--- config.mk ---
export PLATFORM = sky130hd
export DESIGN_NAME = spec_undo_log
export DESIGN_NICKNAME = d
export VERILOG_FILES = /design/src/rtl/undo_log_pkg.sv /design/src/rtl/undo_log_ram.sv /design/src/rtl/undo_log_ptr.sv /design/src/rtl/undo_walk_seq.sv /design/src/rtl/spec_undo_log.sv
export SDC_FILE = /design/constraint.sdc
export NUM_CORES = 1
export LEC_CHECK = 0
export BUFFER_PORTS_ARGS = -buffer_cell sky130_fd_sc_hd__buf_2
export CAP_MARGIN = 5
export CORE_MARGIN = 3
export CORE_UTILIZATION = 65
export CTS_CLUSTER_SIZE = 14
export DETAILED_ROUTE_END_ITERATION = 10
export GPL_TIMING_DRIVEN = 1
export HOLD_SLACK_MARGIN = 0.03
export PLACE_DENSITY_LB_ADDON = 0.15
export SETUP_SLACK_MARGIN = 0.02
export SLEW_MARGIN = 20
export SYNTH_ARGS = -nofsm -noshare
export SYNTH_HDL_FRONTEND = slang
export SYNTH_SLANG_ARGS = --single-unit
--- constraint.sdc ---
create_clock -name clk -period 12.7 [get_ports clk]
set_input_delay 2.54 -clock clk [delete_from_list [all_inputs] [get_ports clk]]
set_output_delay 2.54 -clock clk [all_outputs]
set_load 0.05 [all_outputs]
--- src/rtl/undo_log_pkg.sv ---
package undo_log_pkg;
  // Cycles spent on each log entry during a walk
  localparam int unsigned COMMIT_CYC   = 5;
  localparam int unsigned ROLLBACK_CYC = 11;
  localparam int unsigned PH_W         = 4;

  typedef enum logic {
    WS_IDLE = 1'b0,
    WS_WALK = 1'b1
  } walk_state_t;

  function automatic logic [PH_W-1:0] slot_last(input logic rb);
    return rb ? PH_W'(ROLLBACK_CYC - 1) : PH_W'(COMMIT_CYC - 1);
  endfunction
endpackage

--- src/rtl/undo_log_ram.sv ---
module undo_log_ram #(
  parameter int WIDTH = 32,
  parameter int DEPTH = 8,
  localparam int AW = $clog2(DEPTH)
) (
  input  logic             clk,
  input  logic             we,
  input  logic [AW-1:0]    waddr,
  input  logic [WIDTH-1:0] wdata,
  input  logic [AW-1:0]    raddr,
  output logic [WIDTH-1:0] rdata
);
  logic [WIDTH-1:0] mem_q [DEPTH];

  // Simple dual-port, registered read: maps onto block RAM
  always_ff @(posedge clk) begin
    if (we) mem_q[waddr] <= wdata;
    rdata <= mem_q[raddr];
  end
endmodule

--- src/rtl/undo_log_ptr.sv ---
module undo_log_ptr #(
  parameter int DEPTH = 8,
  localparam int PW = $clog2(DEPTH),
  localparam int CW = $clog2(DEPTH + 1)
) (
  input  logic          clk,
  input  logic          rst,
  input  logic          app_valid,
  input  logic          cmd_valid,
  input  logic          busy,
  input  logic          clear,
  output logic          wr_en,
  output logic [PW-1:0] wr_ptr,
  output logic [CW-1:0] count,
  output logic          overflow
);
  logic accept, full;

  assign accept = app_valid && !busy && !cmd_valid;
  assign full   = (count == CW'(DEPTH));
  assign wr_en  = accept && !full;
  assign wr_ptr = PW'(count);

  always_ff @(posedge clk) begin
    if (rst) begin
      count    <= '0;
      overflow <= 1'b0;
    end else if (clear) begin
      count    <= '0;
      overflow <= 1'b0;
    end else begin
      if (wr_en) count <= count + 1'b1;
      if (accept && full) overflow <= 1'b1;
    end
  end


  no_overflow_chk: assert property (@(posedge clk) disable iff (rst)
    count <= CW'(DEPTH));

  busy_hold_chk: assert property (@(posedge clk) disable iff (rst)
    (busy && !clear) |=> $stable(count));

  ovf_sticky_chk: assert property (@(posedge clk) disable iff (rst)
    (overflow && !clear) |=> overflow);
endmodule

--- src/rtl/undo_walk_seq.sv ---
module undo_walk_seq
  import undo_log_pkg::*;
#(
  parameter int DEPTH  = 8,
  parameter int ADDR_W = 10,
  parameter int IDX_W  = 6,
  parameter int DATA_W = 16,
  localparam int PW = $clog2(DEPTH),
  localparam int CW = $clog2(DEPTH + 1),
  localparam int EW = ADDR_W + IDX_W + DATA_W
) (
  input  logic              clk,
  input  logic              rst,
  input  logic              cmd_valid,
  input  logic              cmd_rollback,
  input  logic [CW-1:0]     count,
  input  logic [EW-1:0]     rd_word,
  output logic [PW-1:0]     rd_ptr,
  output logic              busy,
  output logic              finish,
  output logic              done,
  output logic              mem_we,
  output logic [ADDR_W-1:0] mem_addr,
  output logic [DATA_W-1:0] mem_wdata,
  output logic              tbl_clr,
  output logic [IDX_W-1:0]  tbl_idx
);
  walk_state_t     state_q;
  logic            rb_q;
  logic [PW-1:0]   cur_q;
  logic [CW-1:0]   left_q;
  logic [PH_W-1:0] ph_q;
  logic            slot_end, last_entry;

  logic [ADDR_W-1:0] ent_addr;
  logic [IDX_W-1:0]  ent_idx;
  logic [DATA_W-1:0] ent_data;

  assign ent_addr = rd_word[EW-1 -: ADDR_W];
  assign ent_idx  = rd_word[DATA_W +: IDX_W];
  assign ent_data = rd_word[DATA_W-1:0];

  assign rd_ptr     = cur_q;
  assign busy       = (state_q == WS_WALK);
  assign slot_end   = busy && (ph_q == slot_last(rb_q));
  assign last_entry = (left_q == CW'(1));
  assign finish     = (!busy && cmd_valid && count == '0) || (slot_end && last_entry);

  always_ff @(posedge clk) begin
    if (rst) begin
      state_q   <= WS_IDLE;
      rb_q      <= 1'b0;
      cur_q     <= '0;
      left_q    <= '0;
      ph_q      <= '0;
      done      <= 1'b0;
      mem_we    <= 1'b0;
      mem_addr  <= '0;
      mem_wdata <= '0;
      tbl_clr   <= 1'b0;
      tbl_idx   <= '0;
    end else begin
      done    <= 1'b0;
      mem_we  <= 1'b0;
      tbl_clr <= 1'b0;
      if (!busy) begin
        if (cmd_valid) begin
          if (count == '0) begin
            done <= 1'b1;
          end else begin
            state_q <= WS_WALK;
            rb_q    <= cmd_rollback;
            cur_q   <= cmd_rollback ? PW'(count - 1'b1) : '0;
            left_q  <= count;
            ph_q    <= '0;
          end
        end
      end else if (slot_end) begin
        ph_q    <= '0;
        tbl_clr <= 1'b1;
        tbl_idx <= ent_idx;
        if (rb_q) begin
          mem_we    <= 1'b1;
          mem_addr  <= ent_addr;
          mem_wdata <= ent_data;
        end
        if (last_entry) begin
          state_q <= WS_IDLE;
          done    <= 1'b1;
        end else begin
          left_q <= left_q - 1'b1;
          cur_q  <= rb_q ? cur_q - 1'b1 : cur_q + 1'b1;
        end
      end else begin
        ph_q <= ph_q + 1'b1;
      end
    end
  end


  done_pulse_chk: assert property (@(posedge clk) disable iff (rst)
    done |=> !done);

  done_idle_chk: assert property (@(posedge clk) disable iff (rst)
    done |-> !busy);

  restore_pair_chk: assert property (@(posedge clk) disable iff (rst)
    mem_we |-> tbl_clr);

  clr_gap_chk: assert property (@(posedge clk) disable iff (rst)
    tbl_clr |=> !tbl_clr);

  phase_range_chk: assert property (@(posedge clk) disable iff (rst)
    ph_q <= PH_W'(ROLLBACK_CYC - 1));
endmodule

--- src/rtl/spec_undo_log.sv ---
module spec_undo_log #(
  parameter int DEPTH  = 8,
  parameter int ADDR_W = 10,
  parameter int IDX_W  = 6,
  parameter int DATA_W = 16
) (
  input  logic              clk,
  input  logic              rst,
  input  logic              app_valid,
  input  logic [ADDR_W-1:0] app_addr,
  input  logic [IDX_W-1:0]  app_idx,
  input  logic [DATA_W-1:0] app_data,
  input  logic              cmd_valid,
  input  logic              cmd_rollback,
  output logic              busy,
  output logic              overflow,
  output logic              mem_we,
  output logic [ADDR_W-1:0] mem_addr,
  output logic [DATA_W-1:0] mem_wdata,
  output logic              tbl_clr,
  output logic [IDX_W-1:0]  tbl_clr_idx,
  output logic              walk_done
);
  localparam int PW = $clog2(DEPTH);
  localparam int CW = $clog2(DEPTH + 1);
  localparam int EW = ADDR_W + IDX_W + DATA_W;

  logic          wr_en, finish;
  logic [PW-1:0] wr_ptr, rd_ptr;
  logic [CW-1:0] count;
  logic [EW-1:0] rd_word;

  undo_log_ptr #(.DEPTH(DEPTH)) u_ptr (
    .clk(clk), .rst(rst), .app_valid(app_valid), .cmd_valid(cmd_valid),
    .busy(busy), .clear(finish), .wr_en(wr_en), .wr_ptr(wr_ptr),
    .count(count), .overflow(overflow)
  );

  undo_log_ram #(.WIDTH(EW), .DEPTH(DEPTH)) u_ram (
    .clk(clk), .we(wr_en), .waddr(wr_ptr),
    .wdata({app_addr, app_idx, app_data}),
    .raddr(rd_ptr), .rdata(rd_word)
  );

  undo_walk_seq #(
    .DEPTH(DEPTH), .ADDR_W(ADDR_W), .IDX_W(IDX_W), .DATA_W(DATA_W)
  ) u_seq (
    .clk(clk), .rst(rst), .cmd_valid(cmd_valid), .cmd_rollback(cmd_rollback),
    .count(count), .rd_word(rd_word), .rd_ptr(rd_ptr), .busy(busy),
    .finish(finish), .done(walk_done), .mem_we(mem_we), .mem_addr(mem_addr),
    .mem_wdata(mem_wdata), .tbl_clr(tbl_clr), .tbl_idx(tbl_clr_idx)
  );


  empty_after_done_chk: assert property (@(posedge clk) disable iff (rst)
    walk_done |-> (count == '0));

  ovf_clear_chk: assert property (@(posedge clk) disable iff (rst)
    walk_done |-> !overflow);
endmodule

* Word level (Yosys, flattened, before mapping) *
Memory sizes are Yosys's and may differ from the RTL's. A register that Yosys moved wholly into a read port is not among the register bits.
Index checks and enable logic that the tools add are counted.
Widths: inputs -> output; s select.

word-level totals
  flip-flop bits (word level) = 53
  RAM bits = 256
  bits of input ports = 37
  output and inout bits = 37
  word-level logic and storage cells = 82
  memories = 1

cells by class
  add/sub/neg operators = 6
  equality and inequality tests = 6
  mux-type cells = 31
  bitwise logic cells = 3
  reductions and logical operators = 22

memory list
  name         words  bits a word  rd ports  clocked after memory_dff  write ports  RTL line            text
  u_ram.mem_q  8      32           1         1                         1            undo_log_ram.sv:13  logic [WIDTH-1:0] mem_q [DEPTH];

operators by type and width
  operator             number
  $mux 4               10
  $mux 3               7
  $mux 1               14
  $add 4x1->4 const B  2
  $logic_and 1x1->1    8
  $reduce_and 3->1     2
  $sub 3x1->3 const B  2
  $eq 4x1->1 const B   1
  $eq 4x4->1           1
  $eq 4x4->1 const B   1
  $logic_not 4->1      1
  $ne 2x2->1 const B   2
  $reduce_and 2->1     2
  $reduce_and 4->1     1
  $reduce_or 2->1      2
  $sub 4x1->4 const B  1
  $add 3x1->3 const B  1
  $logic_not 1->1      3
  $not 1->1            3
  $reduce_or 3->1      1
  $ne 2x1->1 const B   1
  $reduce_bool 2->1    1
  $logic_or 1x1->1     1

* Longest topological paths before layout *
  depth in word-level cells = 6
  mapped depth = 8
  gate-level depth less buffers = 6

* Cells and area by module *
From an unflattened synthesis, not the netlist that was laid out.

second synthesis, totals
  cell total of the unflattened synthesis = 663
  area total of the unflattened synthesis = 12819.8 um2

by module, submodules not included
  module         times used  cells an instance  area each (um2)  sequential area each (um2)
  undo_log_ram   1           415                10466.3          8328.0
  undo_walk_seq  1           214                2073.2           960.9
  undo_log_ptr   1           34                 280.3            100.1

* Worst setup path after synthesis *
No wires, ideal clock.

  path type = input-to-reg
  start = input cmd_valid
  end = memory u_ram.mem_q[0][0] (enable)
  setup time = 461 ps
  data arrival time = 5323 ps
  data required time = 12239 ps
  path slack = 6916 ps
  cell stages on the path = 3
  cells stage by stage = nor3b_2 > nand3_1 > nor3_1

between the ends
  longest elaborated chain between the ends = 5

ends and longest elaborated chain
  what                          RTL line             text
  from (decl)                   spec_undo_log.sv:13  input logic cmd_valid,
  $logic_not 1->1               undo_log_ptr.sv:19   assign accept = app_valid && !busy && !cmd_valid;
  $logic_and 1x1->1             undo_log_ptr.sv:19
  $logic_and 1x1->1             undo_log_ptr.sv:21   assign wr_en = accept && !full;
  $mux 1                        undo_log_ram.sv:17   if (we) mem_q[waddr] <= wdata;
  $mux 1 (implied by the code)  undo_log_ram.sv:17
  to (decl)                     undo_log_ram.sv:13

No other way between the ends.

* Worst setup path in the final report *
  start = input cmd_valid
  end = memory u_ram.mem_q[2][20] (enable)

Same word-level chain as after synthesis.

==> out/qor.yml <==
max_freq_mhz: 228
post-route-period-util_pct: 34.5
grt_use_total_pct: 23.0
stdcell_count: 1060
ys_seq_area_share_pct: 74.8
worst_pin_slew_ns: 1.08
drive_gt1_share_pct: 30.7
endpoint_kind: "flip-flop"
pre_cts_slack_ns: 7.77
fp-row-count: 50
cts_tree: "done"
setup_viol: 0
finalSetupTns_ns: 0
syn_to_final_growth_pct: 15.0
hpwlAfterDp_um: 13400
crit_chain: "buf_2 -> nor3b_2 -> nand3_1 -> nor2_4 -> buf_16"
clkLatencyLatePin_ns: 0.50
die_y_um: 145
dr.pass1.iters: 5
post_drt_via_cell_ratio: 6.15
min_path_type: "flip-flop to flip-flop"
routedWlPerCell_um: 22.7
setup_ws_ns: 8.32
clk_path_buf_depth: 3
rr_endpoint: "u_ram.mem_q[2][20]"
ctsHoldBuffers: 0
crit_end: "u_ram.mem_q[2][20]"
synth_nets: 729
setup.worst_path.start_class: "input pin"
die_width_um: 145
grt_pass1_vias: 6700
pin_count: 74
leakagePower_uw: 0.00476
drtAntennaViolNets: 0
initialDrtViolationCount: 475
powerDensity_nw_per_um2: 158
num_vias: 6516
startpoint: "cmd_valid"
synthTopCellsByArea: "edfxtp_1 (61%), dfxtp_1 (14%), mux4_2 (11%)"
cts_htree_levels: 2
most-common-layout-cells: "edfxtp_1 (256), dfxtp_1 (82), buf_2 (73)"
relSlewSlack_pct: 27.9
rsz0062_at_grt: "no"
cp.arrival_ns: 4.59
wl_um: 24000
post-cts-setup-buffers: 0
grt_pass1_wl_um: 37500
yosys.area.top_type: "edfxtp_1"
synthCells: 685
drv_slew: 0
start_util_pct: 66.6
avgSynthCellArea_um2: 18.3
path_class: "input pin to flip-flop"
dp.cells: 992
grt_max_degree: 66
grt-ovfl-total: 0
synth_edf_count: 256
critPathMaxFanout: 19
r2r_slack_ns: 9.91
ys.warnings.count: 0
drc: 0
cap_violations: 0
final_common_cell: "edfxtp_1"
synthArstFlopShare_pct: 0
synth_top_area_share_pct: 61.3
fin_worst_skew_ns: 0.00990
ir_drop_v: 0.000124
cts_resized: 0
numPortBuffers: 73
min_period_ns: 4.38
cts.clk_slew.worst_paths_ns: 0.06
crit_slowest_cell: "nor2_4"
finalHoldViolCount: 0
antenna_found_initial: 3
r2r-start: "u_seq.busy"
numClockSinks: 341
clockRootBuffer: "clkbuf_16"
synth-seq-cells: 341
final_net_count: 817
status: "finished, final reports clean"
syn_area_um2: 12500
coreArea_um2: 18800
finalWeightedCongestion: 0.871
cts_buffers: 34
die_area_um2: 21000
synth_cell_type_count: 51
cp.required_ns: 12.91
slowest_delay_ns: 0.72
yosys_most_used_dff: "edfxtp_1"
reg2reg_depth: 4
## metal layers
layer,vias to the layer above,share of wire (%),global-route usage [%]
met3,47,6.7,4.37
met4,4,2.2,7.22
met2,242,50,37.3
met5,-,0.087,0
li1,2852,-,-
met1,3371,41,32.4
## cells in the mapped netlist, types with 5 or more instances
cell	instances
mux2_2	33
nor3_1	7
ha_1	6
nand2b_1	5
buf_2	7
nor2_1	19
nand2_1	66
inv_1	14
mux2i_1	6
dfxtp_1	85
mux4_2	64
nand3_1	9
a21oi_1	36
edfxtp_1	256
clkbuf_1	24
## final cells by class
class                      instances  area [um2]
clock inverter                     4        43.8
tap                              260         325
multi-input combinational        297        3020
antenna                            1        2.50
timing repair buffer              85         548
fill                            1035        4400
sequential                       341        9400
inverter                          14        52.6
clock buffer                      58        1040
## cells by family (layout without fill, tap and decap cells)
| logic type | after synthesis | after routing | synth area share, % |
|---|---|---|---|
| AOI/OAI and AO/OA | 60 | 60 | 3.17 |
| adders and majority gates | 7 | 7 | 0.758 |
| muxes | 103 | 103 | 14.9 |
| and+or+nand+nor | 123 | 123 | 4.50 |
| DFF | 341 | 341 | 74.8 |
| xor gates and xnor gates | 4 | 4 | 0.279 |
| other | 0 | 1 | 0 |
| buffers and inverters | 47 | 161 | 1.54 |
## critical path, delay by kind of cell
family | cells | cell delay (ns)
buffers and inverters | 2 | 0.35
AND/OR/NAND/NOR | 3 | 1.68
## how the worst min path moves through the flow
stage               depth (start not counted)       startpoint  slack (ns)                   to
CTS                                         2   u_ram.rdata[1]        0.44   u_seq.mem_wdata[1]
detailed placement                          2  u_ram.rdata[28]        0.43    u_seq.mem_addr[6]
global placement                            2  u_ram.rdata[11]        0.42  u_seq.mem_wdata[11]
global route                                2  u_ram.rdata[31]        0.45    u_seq.mem_addr[9]
finish                                      2   u_ram.rdata[1]        0.44   u_seq.mem_wdata[1]
floorplan                                   2  u_ram.rdata[22]        0.42    u_seq.mem_addr[0]
## through the flow
step / area [um2] / util [%] / power, uW / hold slack [ns]
final: 14400 / 76.6 / 2270 / 0.437
after global routing: 14400 / 76.6 / 2350 / 0.454
after CTS: 14300 / 75.9 / 2290 / 0.440
after detailed placement: 13200 / 70.1 / 1330 / 0.428
after global placement: 13200 / 70.1 / 1330 / 0.420
after floorplan: 12500 / - / 1300 / 0.417
## state kept, by name, indices dropped and copies added (netlist names), 3 cells and up
signal,count
u_ptr.count,4
u_ram.mem_q,256
u_ram.rdata,32
u_seq.left_q,4
u_seq.mem_addr,10
u_seq.mem_wdata,16
u_seq.ph_q,4
u_seq.rd_ptr,3
u_seq.tbl_idx,6
## power by group
part | total [uW] | switching (uW) | leakage, uW | internal (uW)
logic | 83.4 | 44.3 | 0.00122 | 39.1
clock network | 962 | 382 | 0.000528 | 579
registers | 1230 | 11.5 | 0.00301 | 1220
No activity file was read; power rests on OpenSTA's default activity.
